File: src/rtl/chr_map_pkg.sv
package chr_map_pkg;
  localparam int unsigned REG_W    = 8;
  localparam int unsigned NUM_REGS = 6;
  localparam int unsigned ADDR_W   = 16;
  localparam int unsigned VADDR_W  = 13;
  localparam int unsigned OFFS_W   = 10;
  localparam int unsigned MODE_BIT = 1;
  localparam logic [ADDR_W-1:0] BASE_ADDR = 16'h7EF0;

  typedef logic [NUM_REGS-1:0][REG_W-1:0] reg_bank_t;
endpackage

File: src/rtl/chr_bank_regs.sv
module chr_bank_regs
  import chr_map_pkg::*;
#(
  parameter logic [ADDR_W-1:0] BASE = BASE_ADDR
) (
  input  logic              clk_i,
  input  logic              rst_ni,
  input  logic              wr_en_i,
  input  logic [ADDR_W-1:0] wr_addr_i,
  input  logic [REG_W-1:0]  wr_data_i,
  output reg_bank_t         regs_o,
  output logic              mode_o
);
  localparam int unsigned IDX_W = $clog2(NUM_REGS);
  localparam logic [ADDR_W-1:0] MODE_ADDR = BASE + ADDR_W'(NUM_REGS);

  reg_bank_t         regs_q;
  logic              mode_q;
  logic [ADDR_W-1:0] rel;
  logic              hit_reg, hit_mode;

  assign rel      = wr_addr_i - BASE;
  assign hit_reg  = wr_en_i && (rel < ADDR_W'(NUM_REGS));
  assign hit_mode = wr_en_i && (wr_addr_i == MODE_ADDR);

  always_ff @(posedge clk_i or negedge rst_ni) begin
    if (!rst_ni) begin
      regs_q <= '0;
      mode_q <= 1'b0;
    end else begin
      if (hit_reg)  regs_q[rel[IDX_W-1:0]] <= wr_data_i;
      if (hit_mode) mode_q <= wr_data_i[MODE_BIT];
    end
  end

  assign regs_o = regs_q;
  assign mode_o = mode_q;

  for (genvar g = 0; g < NUM_REGS; g++) begin : g_load_chk
    p_reg_load_r2: assert property (@(posedge clk_i) disable iff (!rst_ni)
      (wr_en_i && wr_addr_i == BASE + ADDR_W'(g)) |=> (regs_o[g] == $past(wr_data_i)));
  end

  p_mode_load_r6: assert property (@(posedge clk_i) disable iff (!rst_ni)
    (wr_en_i && wr_addr_i == MODE_ADDR) |=> (mode_o == $past(wr_data_i[MODE_BIT])));

  p_hold_r10: assert property (@(posedge clk_i) disable iff (!rst_ni)
    !wr_en_i |=> ($stable(regs_o) && $stable(mode_o)));
endmodule

File: src/rtl/chr_slot_map.sv
module chr_slot_map
  import chr_map_pkg::*;
#(
  parameter int unsigned NUM_BANKS = 200,
  localparam int unsigned BANK_W = (NUM_BANKS > 1) ? $clog2(NUM_BANKS) : 1
) (
  input  reg_bank_t           regs_i,
  input  logic                mode_i,
  input  logic [VADDR_W-1:0]  vaddr_i,
  output logic [BANK_W-1:0]   bank_o,
  output logic [OFFS_W-1:0]   offset_o
);
  logic [2:0]       slot;
  logic             pair_half;
  logic [REG_W-1:0] sel_reg;
  logic [REG_W-1:0] raw_bank;

  assign slot      = vaddr_i[VADDR_W-1:OFFS_W];
  assign pair_half = (slot[2] == mode_i);

  always_comb begin
    if (pair_half) begin
      // pair: even bank from reg 0/1, odd bank = even + 1
      sel_reg  = regs_i[slot[1]];
      raw_bank = {sel_reg[REG_W-1:1], slot[0]};
    end else begin
      sel_reg  = regs_i[3'd2 + {1'b0, slot[1:0]}];
      raw_bank = sel_reg;
    end
  end

  if (NUM_BANKS == (1 << BANK_W)) begin : g_pow2
    if (BANK_W < REG_W) begin : g_trunc
      assign bank_o = raw_bank[BANK_W-1:0];
    end else begin : g_ext
      assign bank_o = BANK_W'(raw_bank);
    end
  end else begin : g_mod
    localparam int unsigned MW = (BANK_W > REG_W) ? BANK_W : REG_W;
    localparam logic [MW-1:0] NB = MW'(NUM_BANKS);
    logic [MW-1:0] wrapped;
    assign wrapped = MW'(raw_bank) % NB;
    assign bank_o  = wrapped[BANK_W-1:0];
  end

  assign offset_o = vaddr_i[OFFS_W-1:0];
endmodule

File: src/rtl/chr_bank_mapper.sv
module chr_bank_mapper
  import chr_map_pkg::*;
#(
  parameter int unsigned NUM_BANKS = 200,
  parameter logic [15:0] BASE      = BASE_ADDR,
  localparam int unsigned BANK_W   = (NUM_BANKS > 1) ? $clog2(NUM_BANKS) : 1
) (
  input  logic              clk_i,
  input  logic              rst_ni,
  input  logic              wr_en_i,
  input  logic [15:0]       wr_addr_i,
  input  logic [7:0]        wr_data_i,
  input  logic [12:0]       vaddr_i,
  output logic [BANK_W-1:0] bank_o,
  output logic [9:0]        offset_o
);
  reg_bank_t regs;
  logic      mode;

  chr_bank_regs #(.BASE(BASE)) u_regs (
    .clk_i     (clk_i),
    .rst_ni    (rst_ni),
    .wr_en_i   (wr_en_i),
    .wr_addr_i (wr_addr_i),
    .wr_data_i (wr_data_i),
    .regs_o    (regs),
    .mode_o    (mode)
  );

  chr_slot_map #(.NUM_BANKS(NUM_BANKS)) u_map (
    .regs_i   (regs),
    .mode_i   (mode),
    .vaddr_i  (vaddr_i),
    .bank_o   (bank_o),
    .offset_o (offset_o)
  );

  p_bank_range_r8: assert property (@(posedge clk_i) disable iff (!rst_ni)
    int'(bank_o) < int'(NUM_BANKS));
endmodule

File: config.mk
export PLATFORM = sky130hd
export DESIGN_NAME = chr_bank_mapper
export DESIGN_NICKNAME = d
export VERILOG_FILES = /design/src/rtl/chr_map_pkg.sv /design/src/rtl/chr_bank_regs.sv /design/src/rtl/chr_slot_map.sv /design/src/rtl/chr_bank_mapper.sv
export SDC_FILE = /design/constraint.sdc
export NUM_CORES = 1
export LEC_CHECK = 0
export ABC_CLOCK_PERIOD_IN_PS = 2500
export CORE_UTILIZATION = 50
export DETAILED_ROUTE_END_ITERATION = 8
export GPL_ROUTABILITY_DRIVEN = 0
export PLACE_DENSITY = 0.8
export SYNTH_ARGS = -nofsm -noshare
export SYNTH_HDL_FRONTEND = slang
export SYNTH_SLANG_ARGS = --single-unit
File: constraint.sdc
create_clock -name clk_i -period 2.5 [get_ports clk_i]
set_input_delay 0.25 -clock clk_i [delete_from_list [all_inputs] [get_ports clk_i]]
set_output_delay 0.25 -clock clk_i [all_outputs]
set_load 0.01 [all_outputs]
Word-level counts from Yosys, hierarchy flattened
Index checks and enable logic that the tools add are counted.

Output and inout bits: 18. Flip-flop bits (word level): 49.

Equality and inequality tests: 2. Add/sub/neg operators: 2. Divide/modulo/power cells: 1. Multiplexer cells: 8. Reduce and logical (&&, ||, !) cells: 3. $lt $le $gt $ge: 5.

Operators with widths (count): $bwmux 48 (1); $mux 8 (5); $bmux 8 s3 (1); $demux 8 s3 (1); $eq 16x15->1 const B (1); $lt 16x3->1 const B (1); $sub 16x15->16 const B (1); $lt 3x4->1 const B (2); $mod 8x8->8 const B (1); $lt 1x4->1 const B (1); $add 2x2->3 const A (1); $ge 3x1->1 const B (1); $logic_and 1x1->1 (3); $eq 1x1->1 (1).

Depth between registers and ports, before layout
Depth in word-level cells: 6. Mapped depth: 8. Mapped depth without buffers: 7.

Hierarchy
From an unflattened synthesis, not the netlist that was laid out.

Cells, all modules: 175. Area, all modules: 2613.8 um^2.

Modules (own cells, without submodules): chr_bank_regs (area an instance 2037.0 um^2, instances 1, cells each 116, sequential area each 1226.2 um^2); chr_slot_map (area an instance 576.8 um^2, instances 1, cells each 59, sequential area each 0.0 um^2).

Least setup slack after synthesis
No wires, ideal clock.

Path kind: input-to-output. Start: input vaddr_i[10]. End: output bank_o[7]. Stages on the path: 8. Data arrival time: 2015 ps. Data required time: 2250 ps. Path slack: 235 ps. Cells stage by stage: buf_2 > mux4_2 > mux2i_1 > inv_1 > ha_1 > inv_1 > o211ai_1 > a21oi_1.

Longest elaborated chain between the ends: 5.

Ends and longest elaborated chain: start: declaration (RTL line chr_bank_mapper.sv:13) `input logic [12:0] vaddr_i,`; $add 2x2->3 (RTL line chr_slot_map.sv:27) `sel_reg = regs_i[3'd2 + {1'b0, slot[1:0]}];`; $bmux 8 s3 (RTL line chr_slot_map.sv:27); $mux 8 (not written as such) (RTL line chr_slot_map.sv:27); $mux 8 * (RTL line chr_slot_map.sv:22) `if (pair_half) begin`; $mod 8x8->8 * (RTL line chr_slot_map.sv:42) `assign wrapped = MW'(raw_bank) % NB;`; end: declaration (RTL line chr_bank_mapper.sv:14) `output logic [BANK_W-1:0] bank_o,`.

Every way passes the cells marked *; elsewhere a longest branch is shown, timed or not. The select of a mux whose other input is x is not followed.

Worst setup path after layout
Start: register u_regs.regs_q, in the netlist u_regs.regs_o[43]. End: output bank_o[6].

Longest elaborated chain between the ends: 4.

Ends and longest elaborated chain: start: declaration (RTL line chr_bank_regs.sv:17) `reg_bank_t regs_q;`; start signal: indexed assignment (RTL line chr_bank_regs.sv:31) `if (hit_reg) regs_q[rel[IDX_W-1:0]] <= wr_data_i;`; $bmux 8 s3 (RTL line chr_slot_map.sv:27); $mux 8 (not written as such) (RTL line chr_slot_map.sv:27); $mux 8 (RTL line chr_slot_map.sv:22); $mod 8x8->8 (RTL line chr_slot_map.sv:42).

No other way between the ends. The select of a mux whose other input is x is not followed.

==> metrics.yaml <==
synth:
  muxShareOfSynthArea_pct: 33.80
  syn_inst: 176
  synth_edf_count: 0
  synth_cell_type_count: 35
  synth_compound_area_share_pct: 3.717
  synth_nets: 218
  synth_top_family_by_area: "multiplexers"
  synth_ff_type: "dfrtp_1"
  yosys.area_share.adder_pct: 1.005
  yosysTopAreaCell: "dfrtp_1"
  yosysTopAreaCellShare_pct: 47.21
  synthArstFlopShare_pct: 100.0
  ys_warn_count: 0
  ys_seq_elements: 47
  synthTopCellsByArea: "dfrtp_1, mux2_2, mux4_2"
  avgSynthCellArea_sq_um: 14.15
  synthXorXnorAreaFrac_pct: 0.3516
  yosysMostFrequentCell: "mux2_2"
  yosys.area_share.simple_pct: 8.990
  synthTopCellsByCount: "mux2_2, dfrtp_1, mux2i_1"
  post_synth_instance_area_sq_mm: 0.002491
  synth_seq_area_share_pct: 47.21
critical_path:
  crit_type: "reg -> out"
  arrival_ns: 2.10
  rr_worst_depth: 1
  path_max_fanout: 5
  end_kind: "output port"
  timing.rr.end: "u_regs.regs_o[41]"
  reg2reg_from: "u_regs.regs_o[41]"
  ff2ff_setup_slack_ns: 1.73
  crit_path_start_kind: "register"
  cp.required_ns: 2.25
routing:
  wl_per_cell_um: 17.37
  postRouteWirelength_um: 5159
  via_per_inst: 5.529
  drtPass1Iterations: 4
  drt_iter0_drc: 60
  via_count: 1642
  drt_drc_violations_left: 0
  antenna_left: 0
power_and_ir_drop:
  powerDensity_mw_per_mm2: 420.4
  ir_drop_uv: 479.7
  total_power_w: 0.001330
  power_leakage_nw: 1.532
sta:
  max_freq_mhz: 425.3
  setup_violations: 0
  hold_viol: 0
  rsz0062_at_grt: "false"
  finalClockSkew_ns: 0
  drv_slew: 0
  worstMarginPinSlew_ns: 1.003
  slew_headroom_pct: 33.12
  period_minus_slack_ns: 2.351
  final.period_utilization_pct: 94.05
  final.setup.tns_ns: 0
finish:
  area_delta_synth_final_pct: 27.02
  multi_input_area_sq_mm: 0.001226
  drive_gt1_share_pct: 46.52
  num-fill-cells: 348
  fin_nets: 271
  antennaDiodeCount: 0
  ff_latch_area_sq_mm: 0.001176
job:
  drv_cap: 0
floorplanning:
  dieArea_sq_mm: 0.005269
  die_y_um: 72.59
  core_sq_mm: 0.004755
  rows: 25
  start_util_pct: 52.39
  die_w_um: 72.59
  boundaryPins: 58
clock_network:
  hold_buffers: 0
  tritoncts: "done"
  cts_max_path_buffers: 2
  cts-root-buf: "clkbuf_8"
  clkTransAtPathRegs_ns: 0.09
  cts_sinks: 47
  numCtsBuffers: 5
  htree_levels: 2
  insertion_delay_ns: 0.30
run_status:
  status: "completed"
placement:
  io_buffers: 37
  hpwlAfterDp_um: 3737
global_route:
  grt_antenna_before_repair: 0
  first_global_vias: 1768
  grt_pass1_wl_um: 8583
  overflow: 0
  grt_max_degree: 48
  grtUsageTotal_pct: 22.17
min_path:
  hold_class: "in -> async"
==> routing by layer <==
layer | vias up | part of all wire (%) | wire, um | global-route usage [%]
met3 | 18 | 3.8 | 195 | 5.110
met2 | 36 | 51 | 2613 | 36.97
met4 | 0 | 2.3 | 119 | 10.02
li1 | 755 | - | - | -
met5 | - | 0 | 0 | 0
met1 | 833 | 43 | 2231 | 27.59
==> critical path: stages, from the launching register on <==
cell,delay (ns)
dfrtp_1,0.39
mux4_2,0.49
mux2i_4,0.18
buf_4,0.14
buf_4,0.12
and3_1,0.14
o21a_1,0.11
clkdlybuf4s15_1,0.23
==> area by class of cell <==
type | instances | share of cell area [%]
clock buffer | 6 | 2.293
clock inverter | 2 | 0.3954
inverter | 3 | 0.3559
multi-input combinational | 108 | 38.75
sequential | 47 | 37.17
tap | 67 | 2.649
timing repair buffer | 64 | 18.39
==> cell usage in the layout (no fill, tap or decap), types with 3 or more instances in the layout <==
cell and n:
mux2_2 50, dfrtp_1 47, clkdlybuf4s50_1 29, buf_4 24, mux2i_1 8, mux4_2 7
clkbuf_8 5, nand2_1 4, o21ai_0 4, buf_2 4, inv_1 3, nand4bb_1 3
nor4b_4 3
==> power breakdown <==
| group | switching [W] | total [W] | internal, W | leakage [nW] |
|---|---|---|---|---|
| clock network | 0.000248 | 0.000444 | 0.000196 | 0.0412 |
| logic | 0.0000579 | 0.000126 | 0.0000684 | 0.834 |
| registers | 0.000000231 | 0.000760 | 0.000760 | 0.657 |
==> flip-flops by register name (all words and copies together) (netlist names) <==
register,count
u_regs.mode_o,1
u_regs.regs_o,46
==> per-stage QoR <==
stage	instances	util [%]	setup slack, ns	hold WS [ns]	area, sq um
detailed placement	284	63.50	-0.5191	0.4801	3019
CTS	295	65.82	0.04353	0.1469	3129
global route	297	66.55	0.01101	0.2035	3164
finish	297	66.55	0.1488	0.1145	3164
global placement	284	63.50	-0.4304	0.4483	3019
floorplan	176	-	0.2353	-0.04559	2491
==> worst max-delay path by stage <==
stage	startpoint	endpoint	depth (start not counted)
after floorplan	vaddr_i[10]	bank_o[7]	8
after global placement	vaddr_i[10]	bank_o[7]	10
after detailed placement	vaddr_i[10]	bank_o[7]	10
after CTS	vaddr_i[11]	bank_o[7]	11
after global routing	u_regs.regs_o[43]	bank_o[7]	9
final	u_regs.regs_o[43]	bank_o[6]	7
==> logic make-up (layout without fill, tap and decap cells) <==
kind of cell / after synthesis / count (layout)
adders and majority gates: 2 / 2
AOI/OAI and AO/OA: 13 / 13
buffers and inverters: 21 / 75
DFF: 47 / 47
muxes: 69 / 69
and+or+nand+nor: 23 / 23
xor gates and xnor gates: 1 / 1
==> what timing repair did <==
| item | 4_1_cts | 5_1_grt |
|---|---|---|
| setup endpoints to repair | 5 | 5 |
| buffers inserted | 3 | 2 |
| gates resized for setup | 20 | 4 |
| pin swaps | 1 | 0 |
Note: power is estimated with default switching activity, not from simulation.
